`src/rtl/cmf_pkg.sv`:
```
package cmf_pkg;
  // cyclic successor of an index within a ring of n positions
  function automatic int unsigned ring_next(input int unsigned v, input int unsigned n);
    return (v + 1 >= n) ? 0 : v + 1;
  endfunction

  // index k steps after base within a ring of n positions
  function automatic int unsigned ring_add(input int unsigned base, input int unsigned k,
                                           input int unsigned n);
    int unsigned s;
    s = base + k;
    return (s >= n) ? s - n : s;
  endfunction
endpackage

```
`src/rtl/cmf_arbiter.sv`:
```
module cmf_arbiter
  import cmf_pkg::*;
#(
  parameter int NUM_CH = 4,
  parameter int IDX_W  = (NUM_CH > 1) ? $clog2(NUM_CH) : 1
) (
  input  logic              clk,
  input  logic              rst_n,
  input  logic [NUM_CH-1:0] req,
  input  logic              block,
  output logic [NUM_CH-1:0] grant,
  output logic [IDX_W-1:0]  grant_idx
);
  logic [IDX_W-1:0] prio;
  logic             found;

  always_comb begin
    grant     = '0;
    grant_idx = '0;
    found     = 1'b0;
    for (int k = 0; k < NUM_CH; k++) begin
      int unsigned c;
      c = ring_add(int'(prio), k, NUM_CH);
      if (!found && !block && req[c]) begin
        found     = 1'b1;
        grant[c]  = 1'b1;
        grant_idx = IDX_W'(c);
      end
    end
  end

  always_ff @(posedge clk or negedge rst_n) begin
    if (!rst_n) prio <= '0;
    else if (found) prio <= IDX_W'(ring_next(int'(grant_idx), NUM_CH));
  end

  assert_one_grant_R2: assert property (@(posedge clk) disable iff (!rst_n)
    $onehot0(grant));

  assert_head_priority_R3: assert property (@(posedge clk) disable iff (!rst_n)
    (!block && req[prio]) |-> grant[prio]);

  assert_prio_hold_R9: assert property (@(posedge clk) disable iff (!rst_n)
    (grant == '0) |=> $stable(prio));
endmodule

```
`src/rtl/cmf_store.sv`:
```
module cmf_store #(
  parameter int WORD_W = 10,
  parameter int DEPTH  = 256,
  parameter int AW     = $clog2(DEPTH),
  parameter int CNT_W  = $clog2(DEPTH + 1)
) (
  input  logic              clk,
  input  logic              rst_n,
  input  logic              wr_en,
  input  logic [WORD_W-1:0] wr_word,
  input  logic              rd_req,
  output logic [WORD_W-1:0] rd_word,
  output logic              empty,
  output logic              full,
  output logic [CNT_W-1:0]  count
);
  logic [WORD_W-1:0] mem [DEPTH];
  logic [AW-1:0]     wr_ptr, rd_ptr;
  logic              wr_ok, rd_ok;

  assign empty   = (count == '0);
  assign full    = (count == CNT_W'(DEPTH));
  assign wr_ok   = wr_en && !full;
  assign rd_ok   = rd_req && !empty;
  assign rd_word = mem[rd_ptr];

  always_ff @(posedge clk) begin
    if (wr_ok) mem[wr_ptr] <= wr_word;
  end

  always_ff @(posedge clk or negedge rst_n) begin
    if (!rst_n) begin
      wr_ptr <= '0;
      rd_ptr <= '0;
      count  <= '0;
    end else begin
      if (wr_ok) wr_ptr <= wr_ptr + AW'(1);
      if (rd_ok) rd_ptr <= rd_ptr + AW'(1);
      case ({wr_ok, rd_ok})
        2'b10:   count <= count + CNT_W'(1);
        2'b01:   count <= count - CNT_W'(1);
        default: count <= count;
      endcase
    end
  end

  assert_no_overflow_R9: assert property (@(posedge clk) disable iff (!rst_n)
    count <= CNT_W'(DEPTH));

  assert_empty_read_ignored_R8: assert property (@(posedge clk) disable iff (!rst_n)
    (rd_req && empty) |=> $stable(rd_ptr));

  assert_count_hold_R10: assert property (@(posedge clk) disable iff (!rst_n)
    (wr_ok && rd_ok) |=> $stable(count));

  assert_empty_clears_R6: assert property (@(posedge clk) disable iff (!rst_n)
    (wr_en && empty) |=> !empty);
endmodule

```
`src/rtl/chan_merge_fifo.sv`:
```
module chan_merge_fifo #(
  parameter int NUM_CH = 4,
  parameter int DATA_W = 8,
  parameter int DEPTH  = 256,
  localparam int IDX_W  = (NUM_CH > 1) ? $clog2(NUM_CH) : 1,
  localparam int WORD_W = DATA_W + IDX_W,
  localparam int CNT_W  = $clog2(DEPTH + 1)
) (
  input  logic                     clk,
  input  logic                     rst_n,
  input  logic [NUM_CH-1:0]        in_valid,
  input  logic [NUM_CH*DATA_W-1:0] in_data,
  output logic [NUM_CH-1:0]        in_ready,
  input  logic [CNT_W-1:0]         fill_thresh,
  input  logic                     rd_en,
  output logic [WORD_W-1:0]        rd_data,
  output logic                     empty,
  output logic                     load_level
);
  logic [DATA_W-1:0] chan_word [NUM_CH];
  logic [NUM_CH-1:0] grant;
  logic [IDX_W-1:0]  grant_idx;
  logic              full;
  logic [CNT_W-1:0]  count;

  for (genvar g = 0; g < NUM_CH; g++) begin : g_split
    assign chan_word[g] = in_data[g*DATA_W +: DATA_W];
  end

  cmf_arbiter #(.NUM_CH(NUM_CH), .IDX_W(IDX_W)) u_arb (
    .clk       (clk),
    .rst_n     (rst_n),
    .req       (in_valid),
    .block     (full),
    .grant     (grant),
    .grant_idx (grant_idx)
  );

  cmf_store #(.WORD_W(WORD_W), .DEPTH(DEPTH), .CNT_W(CNT_W)) u_store (
    .clk     (clk),
    .rst_n   (rst_n),
    .wr_en   (|grant),
    .wr_word ({grant_idx, chan_word[grant_idx]}),
    .rd_req  (rd_en),
    .rd_word (rd_data),
    .empty   (empty),
    .full    (full),
    .count   (count)
  );

  assign in_ready   = grant;
  assign load_level = (count >= fill_thresh);

  assert_no_grant_full_R9: assert property (@(posedge clk) disable iff (!rst_n)
    full |-> (in_ready == '0));

  assert_ready_needs_valid_R2: assert property (@(posedge clk) disable iff (!rst_n)
    (in_ready & ~in_valid) == '0);
endmodule

```
`config.mk`:
```
export PLATFORM = sky130hd
export DESIGN_NAME = chan_merge_fifo
export DESIGN_NICKNAME = d
export VERILOG_FILES = /design/src/rtl/cmf_pkg.sv /design/src/rtl/cmf_arbiter.sv /design/src/rtl/cmf_store.sv /design/src/rtl/chan_merge_fifo.sv
export SDC_FILE = /design/constraint.sdc
export NUM_CORES = 2
export LEC_CHECK = 0
export BUFFER_PORTS_ARGS = -buffer_cell sky130_fd_sc_hd__buf_2
export CORE_UTILIZATION = 60
export DETAILED_ROUTE_END_ITERATION = 10
export PLACE_DENSITY = 0.83
export SLEW_MARGIN = 20
export SYNTH_ARGS = -nofsm -noshare
export SYNTH_HDL_FRONTEND = slang
export SYNTH_SLANG_ARGS = --single-unit
```
`constraint.sdc`:
```
create_clock -name clk -period 47.6 [get_ports clk]
set_input_delay 4.76 -clock clk [delete_from_list [all_inputs] [get_ports clk]]
set_output_delay 4.76 -clock clk [all_outputs]
set_load 0.1 [all_outputs]
```
==> key figures <==
Outcome
  – Status: finished clean

Timing
  – Slew Viols, Final: 0
  – Final Skew: about 0.05 ns
  – RSZ-0062 raised after global routing: false
  – Crit path time final: 12.81 ns
  – Worst Max-Slew Pin Slew: 1.29 ns
  – Final setup viols: 0
  – Fmax: 78.0 MHz
  – Crit share post-route: 26.9%
  – Worst slew margin: 13.6%
  – Setup TNS: 0 ns
  – Final hold slack: 0.554 ns
  – Final Hold Viols: 0

Synthesis
  – Post-synth top area share: 76.5%
  – Complex-gate fraction of the synthesized area: between 1 and 1.5%
  – Post-synthesis mux area share: 18.2%
  – Syn nets: between 4,000 and 5,000
  – Mean area per synthesized cell: 23.4 µm²
  – #FFs+latches synth: 2,587
  – Synth unique cells: 53
  – Yosys warnings: 0
  – Synth area leader: edfxtp_1
  – Sequential area share after synthesis: between 70% and 80%
  – Primary FF master, synth: edfxtp_1
  – Simple-gate share of the synthesized area: 1.81%
  – Mapped Area: 0.100 mm²
  – Xor/xnor share of the synthesized area: less than 1%
  – Largest family of logic cells by synthesized area: multiplexers
  – Post-Synth Adder-Cell Area: 0.381%
  – Number of flops mapped to enable cells by yosys: 2,560
  – Top cells by area, synth: edfxtp_1 (77%), mux4_2 (18%), nor2_1 (1.0%)
  – Syn Inst Count: 4,296
  – Synth async-reset ratio: 1.04%

Layout
  – FILL cells: roughly 9,300
  – Syn-to-layout area delta: 10.2%
  – Layout cells sized above 1: 29.4%
  – Nets@finish: 4,494

Clocking
  – Setup Fix Bufs, Post-CTS: 0
  – Post_cts resized: 0
  – CTS tree: built
  – Hold buffer count at cts: 0
  – Maximum clock path buffer count: 3
  – Clock transition at path regs: 0.06 ns
  – CTS H-tree lvls: 4
  – Num CTS Buffers: 225
  – CTS root buf: clkbuf_16
  – Sink Count: approximately 2,600
  – Worst skew pair latency: 0.92 ns

Routing
  – Vias: approximately 50,000
  – Final ANT Viol Nets: 0
  – Remaining DRCs: 0
  – Starting DRC count in detailed routing: 9,089
  – Wire length per cell: 40.7 µm
  – Vias per cell: between 7 and 8
  – Drt first pass iters: 6
  – Final WL: 276,000 µm

Critical path
  – Crit-path max FO: 125
  – Setup Crit Path Kind: flip-flop to primary output
  – Critical Path Start: u_store.rd_ptr[1]
  – WP data arrival: around 8 ns
  – Crit. End Element: primary output
  – Reg2reg start: u_arb.prio[0]
  – Startpoint types: flip-flop
  – CP Data Required Time: 42.84 ns

Die
  – Die W: a little over 400 µm
  – Top-Level Pins: 64
  – Die area: 0.169 mm²
  – Starting Density: slightly above 60%
  – Area of the core: 0.166 mm²
  – Row count: 149
  – Floorplan die height: 411 µm

Global route
  – Vias in the first global route: 50,838
  – First-pass GRT wire length: approximately 390,000 µm
  – Total GRT Usage: 33.3%
  – Largest net degree at the start of global routing: 257
  – Antenna violations before repair: 19
  – Grt total ovfl: 0

Pwr
  – Psw: 3.22 mW
  – Comb power frac: a little under two fifths
  – Leak pwr: between 30 and 40 nW
  – Sw Ratio: roughly 37%
  – Internal power: 5.40 mW
  – Sequential share of power: 41.4%
  – Clock network power share: between 20% and 30%
  – Peak VDD IR: 0.000365 V
  – Total power divided by cell area: 77.9 mW/mm²

Placement
  – Detailed-placement wirelength estimate: 137,000 µm
  – I/O Buffers: 63
  – Gpl congestion: 0.835

Hold path
  – Worst Min Path Start: u_store.count[6]
  – Min-Delay Path Class: flip-flop to flip-flop

Flow run
  – Max cap viols: 0
[power groups by stage]
stage	clock network, mW	logic, mW	registers [mW]
after floorplan	0	1.84	3.91
after detailed placement	0	3.01	3.61
after global routing	1.90	3.26	3.57
after global placement	0	2.88	3.60
final	1.84	3.22	3.57
after CTS	1.83	3.12	3.57
[path summary, 6_finish.rpt]
path / to / slack [ns] / depth (start not counted)
max: rd_data[5] / 34.79 / 11
min: u_store.count[6] / 0.55 / 2
max reg2reg: u_store.mem[86][1] / 41.25 / 11
min reg2reg: u_store.count[6] / 0.55 / 2
max in group asynchronous: u_store.rd_ptr[2] / 43.04 / 1
min in group asynchronous: u_store.count[1] / 3.95 / 1
[state kept, by name (all words and copies together) (netlist names)]
name,flops
u_arb.prio,2
u_store.count,9
u_store.wr_ptr,8
u_store.rd_ptr,8
u_store.mem,2560
[worst max-delay path: stages (launching register included)]
cell	delay, ns
dfrtp_4	1.00
buf_4	0.85
buf_12	0.69
buf_12	0.63
buf_4	0.83
mux4_2	0.41
mux4_2	0.50
a221oi_1	0.83
o21ai_0	0.19
a22oi_1	0.25
o31ai_1	0.25
buf_2	0.39
[layout make-up]
| class | count | area (µm²) | area share, % |
|---|---|---|---|
| Tap cell | 2189 | 2740 | 2.47 |
| Clock buffer | 276 | 5920 | 5.35 |
| Sequential cell | 2587 | 77600 | 70.1 |
| Inverter | 17 | 71.3 | 0.0644 |
| Multi-Input combinational cell | 1450 | 22100 | 19.9 |
| Clock inverter | 140 | 1280 | 1.16 |
| Antenna cell | 3 | 7.51 | 0.00678 |
| Timing Repair Buffer | 135 | 1050 | 0.952 |
[per-layer routing]
| metal | vias to the layer above | GRT usage, % | wire length (µm) |
|---|---|---|---|
| met5 | - | 0 | 241 |
| li1 | 18537 | - | - |
| met1 | 26263 | 43.3 | 88800 |
| met3 | 952 | 8.20 | 35400 |
| met4 | 36 | 17.3 | 17300 |
| met2 | 5001 | 52.7 | 135000 |
[cells in the final DEF, fill, tap and decap left out, types with 19 or more instances in the layout]
master	Yosys	routed
edfxtp_1	2560	2560
mux4_2	802	802
nor2_1	275	231
clkbuf_16	0	226
buf_2	39	64
buf_4	16	54
nand2_1	48	48
a22oi_1	47	47
clkinv_1	0	46
clkinv_2	0	45
nor2_2	0	43
clkbuf_1	128	42
ha_1	29	29
dfrtp_1	27	23
nor2b_1	23	21
nand3_1	19	19
[logic make-up (layout without fill, tap and decap cells)]
logic type	count (synthesis)	after routing
flops	2587	2587
mux	824	824
simple gates	415	415
buf+inv	259	568
compound gates	158	158
fa+ha+maj	30	30
xor+xnor	23	23
other cells	0	3
[synth_stat cells (all sizes together), types with 2 or more instances]
library cell / n
a22o: 12
nand2: 64
nand3: 19
and2: 5
clkbuf: 128
o31ai: 2
nor4: 5
inv: 17
mux4: 802
nor3: 4
a221o: 3
a21oi: 24
dfrtp: 27
o221ai: 5
mux2i: 18
a31oi: 3
and3: 6
a22oi: 47
buf: 114
mux2: 4
o21bai: 2
nor2: 276
nor3b: 2
xnor2: 13
nand4: 5
o21ai: 18
nor2b: 23
a221oi: 12
xor2: 10
a21o: 10
a211oi: 11
nand2b: 4
o22ai: 2
edfxtp: 2560
a2111oi: 2
ha: 29
[per-stage QoR]
step | power, mW | area (µm²) | util (%) | setup WS [ns] | std cells
floorplan | 5.75 | 100000 | - | 28.07 | 4296
global placement | 6.49 | 103000 | 62.4 | 36.00 | 6374
detailed placement | 6.63 | 103000 | 62.4 | 35.94 | 6374
CTS | 8.53 | 111000 | 66.8 | 34.92 | 6790
global route | 8.74 | 111000 | 66.9 | 34.77 | 6794
finish | 8.63 | 111000 | 66.9 | 34.79 | 6797
Note: power is estimated with default switching activity, not from simulation.
